File: config.mk
export PLATFORM = sky130hd
export DESIGN_NAME = irq_aggregator
export DESIGN_NICKNAME = d
export VERILOG_FILES = /design/src/rtl/irq_agg_pkg.sv /design/src/rtl/irq_agg_sync.sv /design/src/rtl/irq_agg_cfg.sv /design/src/rtl/irq_agg_detect.sv /design/src/rtl/irq_aggregator.sv
export SDC_FILE = /design/constraint.sdc
export NUM_CORES = 1
export LEC_CHECK = 0
export ABC_AREA = 1
export CAP_MARGIN = 0
export CORE_UTILIZATION = 60
export CTS_CLUSTER_SIZE = 24
export DETAILED_ROUTE_END_ITERATION = 12
export PLACE_DENSITY = 0.92
export SLEW_MARGIN = 20
export SYNTH_ARGS = -nofsm -noshare
export SYNTH_HDL_FRONTEND = slang
export SYNTH_SLANG_ARGS = --single-unit
File: constraint.sdc
create_clock -name clk_i -period 3.4 [get_ports clk_i]
set_clock_uncertainty 0.15 [all_clocks]
set_input_delay 0.34 -clock clk_i [delete_from_list [all_inputs] [get_ports clk_i]]
set_output_delay 0.34 -clock clk_i [all_outputs]
set_load 0.02 [all_outputs]
File: src/rtl/irq_agg_pkg.sv
package irq_agg_pkg;
  localparam int ADDR_W = 3;

  typedef enum logic [ADDR_W-1:0] {
    ADDR_EN     = 3'd0,
    ADDR_POL    = 3'd1,
    ADDR_TYPE   = 3'd2,
    ADDR_STEER  = 3'd3,
    ADDR_RAW    = 3'd4,
    ADDR_MASKED = 3'd5
  } reg_addr_e;
endpackage

File: src/rtl/irq_agg_sync.sv
module irq_agg_sync #(
  parameter int W = 8
) (
  input  logic         clk_i,
  input  logic         rst_ni,
  input  logic [W-1:0] async_i,
  output logic [W-1:0] sync_o
);
  logic [W-1:0] stage1_q, stage2_q;

  always_ff @(posedge clk_i or negedge rst_ni) begin
    if (!rst_ni) begin
      stage1_q <= '0;
      stage2_q <= '0;
    end else begin
      stage1_q <= async_i;
      stage2_q <= stage1_q;
    end
  end

  assign sync_o = stage2_q;
endmodule

File: src/rtl/irq_agg_cfg.sv
module irq_agg_cfg
  import irq_agg_pkg::*;
#(
  parameter int N_SRC = 8
) (
  input  logic              clk_i,
  input  logic              rst_ni,
  input  logic              we_i,
  input  logic [ADDR_W-1:0] addr_i,
  input  logic [N_SRC-1:0]  wdata_i,
  output logic [N_SRC-1:0]  en_o,
  output logic [N_SRC-1:0]  pol_o,
  output logic [N_SRC-1:0]  type_o,
  output logic [N_SRC-1:0]  steer_o,
  output logic [N_SRC-1:0]  clr_o,
  output logic [N_SRC-1:0]  chg_o
);
  logic [N_SRC-1:0] en_q, pol_q, type_q, steer_q;
  logic wr_en, wr_pol, wr_type, wr_steer, wr_raw;

  assign wr_en    = we_i && (addr_i == ADDR_EN);
  assign wr_pol   = we_i && (addr_i == ADDR_POL);
  assign wr_type  = we_i && (addr_i == ADDR_TYPE);
  assign wr_steer = we_i && (addr_i == ADDR_STEER);
  assign wr_raw   = we_i && (addr_i == ADDR_RAW);

  always_ff @(posedge clk_i or negedge rst_ni) begin
    if (!rst_ni) begin
      en_q    <= '0;
      pol_q   <= '0;
      type_q  <= '0;
      steer_q <= '0;
    end else begin
      if (wr_en)    en_q    <= wdata_i;
      if (wr_pol)   pol_q   <= wdata_i;
      if (wr_type)  type_q  <= wdata_i;
      if (wr_steer) steer_q <= wdata_i;
    end
  end

  // per-bit change strobes for pending-edge flush
  always_comb begin
    chg_o = '0;
    if (wr_pol)  chg_o = chg_o | (wdata_i ^ pol_q);
    if (wr_type) chg_o = chg_o | (wdata_i ^ type_q);
  end

  assign clr_o   = wr_raw ? wdata_i : '0;
  assign en_o    = en_q;
  assign pol_o   = pol_q;
  assign type_o  = type_q;
  assign steer_o = steer_q;

  assert_chg_means_cfg_moved_R9: assert property (@(posedge clk_i) disable iff (!rst_ni)
    (chg_o != '0) |=> ((pol_q != $past(pol_q)) || (type_q != $past(type_q))));
endmodule

File: src/rtl/irq_agg_detect.sv
module irq_agg_detect #(
  parameter int N_SRC = 8
) (
  input  logic             clk_i,
  input  logic             rst_ni,
  input  logic [N_SRC-1:0] sync_i,
  input  logic [N_SRC-1:0] pol_i,
  input  logic [N_SRC-1:0] type_i,
  input  logic [N_SRC-1:0] clr_i,
  input  logic [N_SRC-1:0] chg_i,
  output logic [N_SRC-1:0] raw_o
);
  for (genvar i = 0; i < N_SRC; i++) begin : g_src
    logic prev_q, pend_q, evt;

    // pol=0 selects rising, pol=1 selects falling
    assign evt = type_i[i] && (pol_i[i] ? (prev_q && !sync_i[i])
                                        : (!prev_q && sync_i[i]));

    always_ff @(posedge clk_i or negedge rst_ni) begin
      if (!rst_ni) begin
        prev_q <= 1'b0;
        pend_q <= 1'b0;
      end else begin
        prev_q <= sync_i[i];
        if (chg_i[i]) pend_q <= 1'b0;
        else          pend_q <= (pend_q && !clr_i[i]) || evt;
      end
    end

    assign raw_o[i] = type_i[i] ? pend_q : (sync_i[i] ^ pol_i[i]);

    assert_edge_hold_R4: assert property (@(posedge clk_i) disable iff (!rst_ni)
      (type_i[i] && pend_q && !clr_i[i] && !chg_i[i]) |=> pend_q);

    assert_w1c_clears_R6: assert property (@(posedge clk_i) disable iff (!rst_ni)
      (type_i[i] && clr_i[i] && !evt && !chg_i[i]) |=> !pend_q);

    assert_cfg_flush_R9: assert property (@(posedge clk_i) disable iff (!rst_ni)
      chg_i[i] |=> !pend_q);
  end
endmodule

File: src/rtl/irq_aggregator.sv
module irq_aggregator
  import irq_agg_pkg::*;
#(
  parameter int N_SRC = 8
) (
  input  logic              clk_i,
  input  logic              rst_ni,
  input  logic [N_SRC-1:0]  src_i,
  input  logic              reg_we_i,
  input  logic [ADDR_W-1:0] reg_addr_i,
  input  logic [N_SRC-1:0]  reg_wdata_i,
  output logic [N_SRC-1:0]  reg_rdata_o,
  output logic              fiq_o,
  output logic              irq_o
);
  logic [N_SRC-1:0] sync, en, pol, typ, steer, clr, chg, raw, masked;

  irq_agg_sync #(.W(N_SRC)) u_sync (
    .clk_i   (clk_i),
    .rst_ni  (rst_ni),
    .async_i (src_i),
    .sync_o  (sync)
  );

  irq_agg_cfg #(.N_SRC(N_SRC)) u_cfg (
    .clk_i   (clk_i),
    .rst_ni  (rst_ni),
    .we_i    (reg_we_i),
    .addr_i  (reg_addr_i),
    .wdata_i (reg_wdata_i),
    .en_o    (en),
    .pol_o   (pol),
    .type_o  (typ),
    .steer_o (steer),
    .clr_o   (clr),
    .chg_o   (chg)
  );

  irq_agg_detect #(.N_SRC(N_SRC)) u_detect (
    .clk_i  (clk_i),
    .rst_ni (rst_ni),
    .sync_i (sync),
    .pol_i  (pol),
    .type_i (typ),
    .clr_i  (clr),
    .chg_i  (chg),
    .raw_o  (raw)
  );

  assign masked = raw & en;
  assign fiq_o  = |(masked & steer);
  assign irq_o  = |(masked & ~steer);

  always_comb begin
    unique case (reg_addr_i)
      ADDR_EN:     reg_rdata_o = en;
      ADDR_POL:    reg_rdata_o = pol;
      ADDR_TYPE:   reg_rdata_o = typ;
      ADDR_STEER:  reg_rdata_o = steer;
      ADDR_RAW:    reg_rdata_o = raw;
      ADDR_MASKED: reg_rdata_o = masked;
      default:     reg_rdata_o = '0;
    endcase
  end

  assert_quiet_when_disabled_R7: assert property (@(posedge clk_i) disable iff (!rst_ni)
    (en == '0) |-> (!fiq_o && !irq_o));

  assert_irq_route_R8: assert property (@(posedge clk_i) disable iff (!rst_ni)
    ((en & ~steer) == '0) |-> !irq_o);

  assert_fiq_route_R8: assert property (@(posedge clk_i) disable iff (!rst_ni)
    ((en & steer) == '0) |-> !fiq_o);
endmodule

Word level (Yosys, flattened, before mapping)
Index checks and enable logic that the tools add are counted.
- ROM bits: 0
- register bits after elaboration: 64
- output and inout port bits: 10
- latch bits: 0
- memories kept: 0
- word-level logic and storage cells: 142
- input port bits: 22
- memory bits (writable): 0
- shift operators: 0
- div/mod/pow operators: 0
- reductions and logical operators: 72
- equality and inequality tests: 5
- bitwise gates (word level): 15
- order comparisons: 0
- $mul: 0
- $add $sub $neg: 0
- mux-type cells: 28
- operators by type and width (operator ; number):
    8-bit one-hot mux with 6 select lines ; 1
    1-bit logical AND ; 37
    8-bit AND ; 3
    1-bit zero test ; 24
    1-bit 2-to-1 mux ; 24
    8-bit 2-to-1 mux ; 3
    8-bit OR reduction ; 2
    8-bit XOR ; 2
    1-bit logical OR ; 8
    8-bit inverter ; 1
    8-bit OR ; 1
    1-bit XOR ; 8
    3-bit by 2-bit == test with 1-bit output (second input constant) ; 2
    3-bit == test (second input constant) ; 2
    3-bit by 1-bit == test with 1-bit output (second input constant) ; 1
    3-bit zero test ; 1

Logic depth before layout (Yosys ltp)
Gate-level depths: netlist of the first run.
- depth in word-level cells: 7
- depth in mapped cells: 8
- depth with buffers taken out: 8

Hierarchy
From an unflattened synthesis of the first run, not the netlist that was laid out.
- cells, all modules: 533
- area, all modules: 3671.0 um2
- by module, submodules not included (module ; area an instance (um2) ; cells each ; seq. area each (um2) ; times used):
    irq_agg_cfg ; 1740.4 ; 257 ; 800.8 ; 1
    irq_agg_detect ; 865.8 ; 128 ; 400.4 ; 1
    irq_aggregator ; 664.4 ; 132 ; 0.0 ; 1
    irq_agg_sync ; 400.4 ; 16 ; 400.4 ; 1

Worst setup path after synthesis of the first run
No wires, ideal clock.
- path type: reg2out
- start point: register u_cfg.type_q[4] (netlist: u_cfg.type_o[4])
- end point: output port reg_rdata_o[4]
- arrival: 1.119 ns
- cell stages (with the launch flop): 6
- path buffers: 0
- required time: 2.910 ns
- slack: 1.791 ns
- cells stage by stage: dfrtp_1 inv_1 or2_2 and2_1 nand3_1 nand3_1
- cells in the longest elaborated chain, start to end: 3
- RTL lines (item ; RTL line ; RTL):
    start, declared ; irq_agg_cfg.sv:18 ; logic [N_SRC-1:0] en_q, pol_q, type_q, steer_q;
    start signal, assigned ; irq_agg_cfg.sv:36 ; if (wr_type) type_q <= wdata_i;
    1-bit 2-to-1 mux ; irq_agg_detect.sv:31 ; assign raw_o[i] = type_i[i] ? pend_q : (sync_i[i] ^ pol_i[i]);
    8-bit AND ; irq_aggregator.sv:50 ; assign masked = raw & en;
    8-bit one-hot mux with 6 select lines (*) ; irq_aggregator.sv:55 ; unique case (reg_addr_i)
    end, declared ; irq_aggregator.sv:12 ; output logic [N_SRC-1:0] reg_rdata_o,
Every way passes the cells marked *; elsewhere a longest branch is shown, timed or not.

Final worst setup path of the first run
- start point: input port reg_addr_i[0]
- end point: output port reg_rdata_o[6]
- cells in the longest elaborated chain, start to end: 2
- elaborated cells between the ends (all ways): 7
- classes of those cells: eq/ne (5); mux (1); reduce/logical (1)
- RTL lines (item ; RTL line ; RTL):
    start, declared ; irq_aggregator.sv:10 ; input logic [ADDR_W-1:0] reg_addr_i,
    3-bit == test (tied with other cells) ; irq_aggregator.sv:55 ;
    8-bit one-hot mux with 6 select lines (*) ; irq_aggregator.sv:55 ;
Marks and branches as above.

==> impl_metrics.toml, run 1 <==
[clock_tree]
clk_pin_slew_ns = 0.06
cts_tree = "yes"
cts-htree-levels = 3
cts_buffers = 9
cts.sinks = 64
root_buffer = "clkbuf_8"
cts_max_path_buffers = 2
postCtsSetupBuffers = 0
clk_latency_ns = 0.34

[global_route]
first_global_vias = 2702
grt_first_pass_wirelength_um = 12200
grt_overflow = 0
grtUsageMet2 = 0.481
grt-busiest-layer = "met2"
use_met1 = 0.368
grtUsageTotal = 0.300
antenna_found_initial = 0
grt_max_degree = 48
use_met3 = 0.102

[critical_path]
reg2regPathDepth = 5
worstPathRequired_ns = 2.91
cp_max_fo = 5
worstSetupPathType = "in -> out"
start_kind = "primary input"
r2r_start = "u_cfg.pol_o[2]"
r2r_setup_slack_ns = 2.16
crit_arrival_ns = 2.50
crit_path_end_kind = "primary output"
r2r-end = "u_detect.g_src[2].pend_q"

[synthesis]
synth-seq-area-share = 0.492
synth_mux_area_frac = 0
synth_compound_area_frac = 0.129
synth.top_cell.area_share = 0.492
synthCells = 405
ys.flop_type = "dfrtp_1"
synth.area.top_cells = "dfrtp_1 49%, nand2_1 14%, nand3_1 7.1%, o21ai_1 4.9%, inv_1 4.7%"
synth_top_family_by_area = "simple AND/OR/NAND/NOR gates"
synth-xor-area-share = 0.0215
ys_types = 27
synth-edff-count = 0
yosys.area_share.simple = 0.290
syn-mean-instance-area_um2 = 8.03
ys_warn_count = 0
ys_top_cells_by_count = "122 x nand2_1, 64 x dfrtp_1, 46 x nand3_1, 41 x inv_1, 32 x o21ai_1"
async_flop_share = 1.00
synth_most_common_cell = "nand2_1"
yosys.area_share.adder = 0
yosys.area.top_type = "dfrtp_1"
syn_area_um2 = 3250
synth_nets = 427
synth_seq_cells = 64

[sta]
setup_viol = 0
finalMaxSlewViolations = 0
relSlewSlack = 0.577
tightest_slew_ns = 0.633
fmax_mhz = 334
report.final.hold_viol_count = 0
fin_ws_ns = 0.406
fin_crit_sh = 0.881
setup-tns-final_ns = 0
rsz0062_at_grt = "no"
finalCriticalPeriod_ns = 2.99

[routing]
first_pass_iters = 5
routed_via_density = 5.73
remaining_drc_errors = 0
drt_iter0_drc = 395
dr_total_vias = 2981
final_antenna_net_count = 0
wl_um = 7630
post_drt_wl_per_cell_um = 14.7

[cells_and_area]
drive_gt1_frac = 0.0933
final_util = 0.739
n_antenna_cell = 0
instances_no_fill = 520
nFillCells = 354
fin_nets = 468
synthToLayoutAreaGrowth_pct = 17.5

[place]
place_inst = 504
hpwl_um = 5090
place_ws_ns = 0.494
globalplace.congestion = 0.854
io_buffer_count = 31

[power]
powerDensity_nw_per_um2 = 577
peakVddDrop_uv = 322
power_mw = 2.21
leakage_nw = 1.78

[floorplan]
io_pins = 32
die_w_um = 75.6
fp.coreArea_um2 = 5170
start_util = 0.629
dieArea_um2 = 5720
rows = 26
die_h_um = 75.6

[hold_path]
holdPathEnd = "u_sync.sync_o[3]"
hold_path_depth = 0
min_from = "u_sync.stage1_q[3]"
hp-class = "reg -> reg"

[job]
cap_viol_max_count = 0

[status]
run_status = "finished, final reports clean"
layer usage:
| layer | up-vias | routed length [um] | share of wire |
|---|---|---|---|
| met2 | 159 | 3700 | 0.48 |
| met3 | 32 | 621 | 0.081 |
| li1 | 1402 | - | - |
| met5 | - | 0 | 0 |
| met1 | 1388 | 3040 | 0.40 |
| met4 | 0 | 273 | 0.036 |
registers in the layout, indices dropped and copies added (netlist names):
name	cells
u_cfg.en_o	8
u_cfg.pol_o	8
u_cfg.steer_o	8
u_cfg.type_o	8
u_detect.g_src.pend_q	8
u_detect.g_src.prev_q	8
u_sync.stage1_q	8
u_sync.sync_o	8
how the worst max path moves through the flow:
stage,end,start,cells after the start
2_1_floorplan,reg_rdata_o[4],u_cfg.type_o[4],5
3_5_place_dp,reg_rdata_o[5],reg_addr_i[0],7
4_1_cts,reg_rdata_o[6],reg_addr_i[0],7
5_1_grt,reg_rdata_o[6],reg_addr_i[0],7
6_report,reg_rdata_o[6],reg_addr_i[0],7
3_3_place_gp,reg_rdata_o[7],reg_addr_i[0],7
per-stage QoR:
stage,hold slack (ns),instance area [um^2]
final,0.198,3820
after global placement,0.182,3620
after global routing,0.202,3820
after CTS,0.0498,3810
after floorplan,-0.106,3250
after detailed placement,0.186,3620
where the power goes:
part / internal (mW) / switching [mW]
clock: 0.354 / 0.282
combinational: 0.233 / 0.348
sequential: 0.887 / 0.104
cell type report:
class	count	area, um^2	area share
clock buffer	12	145	0.0380
multi-input combinational	290	1430	0.375
tap	70	87.6	0.0229
sequential	64	1600	0.419
clock inverter	3	42.5	0.0111
inverter	46	173	0.0452
timing repair buffer	35	340	0.0890
cells in the final DEF, fill, tap and decap left out, types with 2 or more instances in the layout:
master             n
o21ai_1           32
clkbuf_8          10
inv_2              5
xnor2_1            8
nand2_1          122
nor2_1            27
o21ai_0           15
o22ai_1            8
inv_1             41
buf_4              4
o21ai_2            8
nand3_1           46
clkbuf_1           2
nand2_4            2
nor2_4             4
nand4_1            2
dfrtp_1           64
a22oi_1            7
clkdlybuf4s50_1   30
critical path, cell delays in order:
cell and delay, ns:
clkdlybuf4s50_1 0.60, inv_2 0.12, nor3_2 0.41, buf_4 0.22, nand3_1 0.11, nand3_1 0.10
clkdlybuf4s50_1 0.60
cells by family (layout without fill, tap and decap cells):
group,after synthesis,after routing
AO/OA/AOI/OAI,72,72
XOR/XNOR,8,8
buffers and inverters,51,96
flip-flops,64,64
AND/OR/NAND/NOR,210,210
timing repair:
action / 4_1_cts / 5_1_grt
gates resized for setup: 0 / 0
hold buffers: 0 / 1
endpoints found under the hold margin: 0 / 46
No activity file was read; power rests on OpenSTA's default activity.
==> run 2, diff against run 1 <==
- SLEW_MARGIN: 20 -> 5
==> run 2 against run 1 <==
Hold slack worse by 0.18 ns. Worst setup slack gained 0.028 ns. Critical path depth unchanged. Via count down 0.91%. Global-route usage unchanged. Cell area shrank 0.33%. Maximum frequency increased by 0.96%. Combinational power about the same. Critical endpoint unchanged. Largest power group unchanged.
==> impl_metrics.toml, run 2 (synthesized netlist as in run 1, its figures left out) <==
[routing]
drt_iter0_drc = 331
wl_um = 7590
remaining_drc_errors = 0
first_pass_iters = 5
post_drt_wl_per_cell_um = 14.6
final_antenna_net_count = 0
routed_via_density = 5.69
dr_total_vias = 2954

[clock_tree]
cts_max_path_buffers = 2
root_buffer = "clkbuf_8"
cts_buffers = 9
ctsHoldBuffers = 0
clk_pin_slew_ns = 0.06
cts-htree-levels = 3
cts_tree = "yes"
cts.repair.resized = 0
postCtsSetupBuffers = 0
clk_latency_ns = 0.35
cts.sinks = 64

[sta]
fin_crit_sh = 0.872
finalCriticalPeriod_ns = 2.97
relSlewSlack = 0.328
finalMaxSlewViolations = 0
rsz0062_at_grt = "no"
fin_ws_ns = 0.435
fmax_mhz = 337
setup-tns-final_ns = 0
report.final.hold_viol_count = 0
tightest_slew_ns = 1.01
setup_viol = 0

[power]
power_mw = 2.21
powerDensity_nw_per_um2 = 580
leakage_nw = 1.78
peakVddDrop_uv = 324

[cells_and_area]
layout_common_cells = "122 x nand2_1, 64 x dfrtp_1, 46 x nand3_1, 41 x inv_1, 32 x o21ai_1"
drive_gt1_frac = 0.0935
nFillCells = 355
fin_nets = 467
layout_commonest_cell = "nand2_1"
n_antenna_cell = 0
final_util = 0.737
synthToLayoutAreaGrowth_pct = 17.1

[floorplan]
fp.coreArea_um2 = 5170
start_util = 0.629
die_w_um = 75.6
rows = 26
die_h_um = 75.6
dieArea_um2 = 5720
io_pins = 32

[global_route]
grt_max_degree = 48
antenna_found_initial = 0
grt_first_pass_wirelength_um = 12200
grtUsageTotal = 0.300
first_global_vias = 2702
grt_overflow = 0

[critical_path]
crit_path_end_kind = "primary output"
cp_max_fo = 5
start_kind = "primary input"
worstPathRequired_ns = 2.91
worstSetupPathType = "in -> out"
reg2regPathDepth = 5
crit_arrival_ns = 2.48

[place]
place_ws_ns = 0.494
globalplace.congestion = 0.854
hpwl_um = 5090
io_buffer_count = 31

[hold_path]
hp-class = "in -> async"

[job]
cap_viol_max_count = 0

[status]
run_status = "finished, final reports clean"
[run 2: cell count changes in the layout (fill, tap and decap cells not counted), sizes merged]
cell         before  now
dlygate4sd3       1    0
[run 2: routing by layer]
metal,GRT usage,vias to the layer above,part of all wire
li1,-,1404,-
met1,0.368,1381,0.41
met2,0.481,136,0.48
met3,0.102,33,0.071
met4,0.140,0,0.037
met5,0,-,0
[run 2: final cells by class]
type / instances / area, um^2 / share of cell area
clock buffers: 12 / 145 / 0.0381
clock inverters: 3 / 42.5 / 0.0112
inverters: 46 / 173 / 0.0453
multi-input cells: 290 / 1430 / 0.376
flip-flops and latches: 64 / 1600 / 0.420
well taps: 70 / 87.6 / 0.0230
repair buffers: 34 / 328 / 0.0860
[run 2: final timing paths]
kind,startpoint,end,slack [ns]
max,reg_addr_i[0],reg_rdata_o[6],0.43
min reg2reg,u_sync.stage1_q[3],u_sync.sync_o[3],0.20
max reg2reg,u_cfg.pol_o[2],u_detect.g_src[2].pend_q,2.16
min in group clk_i,u_sync.stage1_q[3],u_sync.sync_o[3],0.20
max in group asynchronous,rst_ni,u_cfg.type_o[6],2.26
min,rst_ni,u_sync.sync_o[2],0.02
[run 2: power by group]
part	switching, mW	leakage [nW]	total (mW)	internal [mW]
combinational	0.349	0.923	0.581	0.232
sequential	0.103	0.763	0.990	0.887
clock	0.284	0.0925	0.638	0.354
total	0.736	1.78	2.21	1.47
[run 2: critical path, stage by stage]
cell             delay [ns]
clkdlybuf4s50_1        0.60
inv_2                  0.12
nor3_2                 0.39
buf_4                  0.22
nand3_1                0.11
nand3_1                0.10
clkdlybuf4s50_1        0.60
[run 2: metrics by stage]
stage	hold slack, ns	instances	instance area (um^2)
2_1_floorplan	-0.106	405	3250
3_3_place_gp	0.182	504	3620
3_5_place_dp	0.186	504	3620
4_1_cts	0.0498	519	3810
5_1_grt	0.0860	519	3810
6_report	0.0193	519	3810
==> run 3, diff against run 2 <==
- ABC_AREA: 1 -> default
==> run 3 against run 2 <==
Global-route usage down 2.4 points. Clock power up 11%. Die area increased by 0.74%. Cell area up 1.4%. Critical path depth shrank 2. Synthesized cell count decreased by 26%. Via count shrank 16%. Core utilization increased by 1.0 points. Critical path type is now reg -> out. Largest cell class unchanged. Highest routed layer unchanged.
==> impl_metrics.toml, run 3 <==
[critical_path]
crit_cells = 5
r2r_start = "u_cfg.pol_o[4]"
cp-endpoint = "irq_o"
crit_slowest_cell = "or4_1"
worstPathRequired_ns = 2.91
r2r_setup_slack_ns = 2.10
reg2regPathDepth = 4
cp_slowest_stage_delay_ns = 0.58
crit_path_end_kind = "primary output"
path_buf_inv = 1
r2r-end = "u_detect.g_src[4].pend_q"
start_kind = "register"
cpLargestDelayFamily = "simple AND/OR/NAND/NOR gates"
worstSetupPathType = "reg -> out"
cpMostUsedCell = "o2111ai_1"
crit_chain = "xor2_1 > o2111ai_1 > o2111ai_1 > or4_1 > clkdlybuf4s50_1"
cp_max_fo = 6
crit_arrival_ns = 2.58
crit_start = "u_cfg.pol_o[5]"

[global_route]
first_global_vias = 2560
grtUsageTotal = 0.276
grt_first_pass_wirelength_um = 12300
grt_max_degree = 49
grt_overflow = 0
antenna_found_initial = 0

[synthesis]
synth.area.top_cells = "dfrtp_1 49%, mux2_2 8.6%, mux4_2 4.8%, xnor2_1 4.3%, o22ai_1 3.8%"
synthCells = 300
synth-edff-count = 0
synth_nets = 322
syn-mean-instance-area_um2 = 10.9
ys_types = 32
ys_warn_count = 0
yosys.area.top_type = "dfrtp_1"
syn_area_um2 = 3280
synth_seq_cells = 64
synth_most_common_cell = "dfrtp_1"
synth.top_cell.area_share = 0.489
synth-seq-area-share = 0.489
async_flop_share = 1.00
ys.flop_type = "dfrtp_1"
ys_top_cells_by_count = "64 x dfrtp_1, 26 x nand2_1, 25 x mux2_2, 21 x inv_1, 20 x o22ai_1"

[routing]
routed_via_density = 6.12
post_drt_wl_per_cell_um = 17.4
drt_iter0_drc = 271
first_pass_iters = 4
remaining_drc_errors = 0
dr_total_vias = 2477
wl_um = 7030
final_antenna_net_count = 0

[sta]
finalCriticalPeriod_ns = 3.07
report.final.hold_viol_count = 0
rsz0062_at_grt = "no"
finalMaxSlewViolations = 0
fin_crit_sh = 0.903
setup-tns-final_ns = 0
relSlewSlack = 0.307
tightest_slew_ns = 1.04
setup_viol = 0
fmax_mhz = 326

[clock_tree]
cts_tree = "yes"
ctsHoldBuffers = 0
cts.sinks = 64
cts-htree-levels = 3
cts_max_path_buffers = 2
clk_latency_ns = 0.34
cts_buffers = 9
root_buffer = "clkbuf_8"
clk_pin_slew_ns = 0.07
postCtsSetupBuffers = 0
cts.repair.resized = 0

[cells_and_area]
fin_nets = 352
synthToLayoutAreaGrowth_pct = 17.8
nFillCells = 348
multi_input_area_um2 = 1480
drive_gt1_frac = 0.179
layout_commonest_cell = "dfrtp_1"
n_antenna_cell = 0
layout_common_cells = "64 x dfrtp_1, 30 x clkdlybuf4s50_1, 26 x nand2_1, 25 x mux2_2, 21 x inv_1"
stdcell_area_um2 = 3860
regArea_um2 = 1600

[job]
cap_viol_max_count = 0

[floorplan]
die_h_um = 75.9
io_pins = 32
rows = 26
die_w_um = 75.9
fp.coreArea_um2 = 5170
start_util = 0.634
dieArea_um2 = 5760

[place]
io_buffer_count = 31
place_area_um2 = 3650
hpwl_um = 4640
globalplace.congestion = 0.864

[power]
leakage_nw = 1.59
powerDensity_nw_per_um2 = 627
peakVddDrop_uv = 386

[hold_path]
hp-class = "in -> async"

[status]
run_status = "finished, final reports clean"
==> run 3: changes by cell type after synthesis, sizes merged, moves of 10 or more <==
cell	change
o21ai	-42
o22ai	+12
clkbuf	+10
nand2b	+17
mux2	+25
a21oi	+14
nand2	-99
nand3	-44
inv	-25
nor2	-26
o2111ai	+13
==> run 3: worst register-to-register path, stage by stage, from the launching register on <==
cell	delay, ns
dfrtp_1	0.45
nand2b_1	0.17
o22ai_1	0.18
a22oi_1	0.11
a21oi_1	0.16
==> run 3: report_power, final <==
group | leakage (nW) | total, mW | internal [mW] | switching, mW
clock | 0.108 | 0.711 | 0.433 | 0.278
combinational | 0.726 | 0.650 | 0.345 | 0.305
sequential | 0.758 | 1.06 | 0.904 | 0.157
total | 1.59 | 2.42 | 1.68 | 0.740
==> run 3: through the flow <==
stage               hold slack (ns)  setup slack (ns)   util  cells  power (mW)
finish                       0.0311             0.328  0.747    405        2.42
global route                  0.122             0.258  0.747    405        2.56
CTS                          0.0510             0.318  0.747    405        2.44
detailed placement            0.186             0.539  0.705    389        1.71
global placement              0.184             0.558  0.705    389        1.67
floorplan                    -0.106              1.40      -    300        1.49
==> run 3: how the worst min path moves through the flow <==
stage / end / slack, ns / cells after the start
floorplan: u_cfg.en_o[0] / -0.11 / 0
global placement: u_sync.sync_o[7] / 0.18 / 0
detailed placement: u_sync.sync_o[2] / 0.19 / 0
CTS: u_cfg.type_o[5] / 0.05 / 1
global route: u_sync.sync_o[5] / 0.12 / 1
finish: u_cfg.type_o[5] / 0.03 / 1
==> run 3: cell families (layout without fill, tap and decap cells) <==
logic type / count (synthesis) / count (layout) / share of synthesized area
xor gates and xnor gates: 24 / 24 / 0.0641
AOI/OAI and AO/OA: 73 / 73 / 0.144
muxes: 33 / 33 / 0.142
and+or+nand+nor: 62 / 62 / 0.102
DFF: 64 / 64 / 0.489
buffers and inverters: 44 / 79 / 0.0599
==> run 3: cell type report <==
cell class | count | area share
multi-input cells | 192 | 0.383
repair buffers | 42 | 0.104
well taps | 70 | 0.0227
flip-flops and latches | 64 | 0.415
inverters | 21 | 0.0204
clock buffers | 13 | 0.0385
clock inverters | 3 | 0.0168
==> run 3: layer usage <==
layer / vias to the layer above / GRT usage / routed length (um)
met5: - / 0 / 0
met1: 1237 / 0.371 / 2930
met2: 91 / 0.438 / 3500
met4: 0 / 0.127 / 155
met3: 16 / 0.0530 / 448
li1: 1133 / - / -
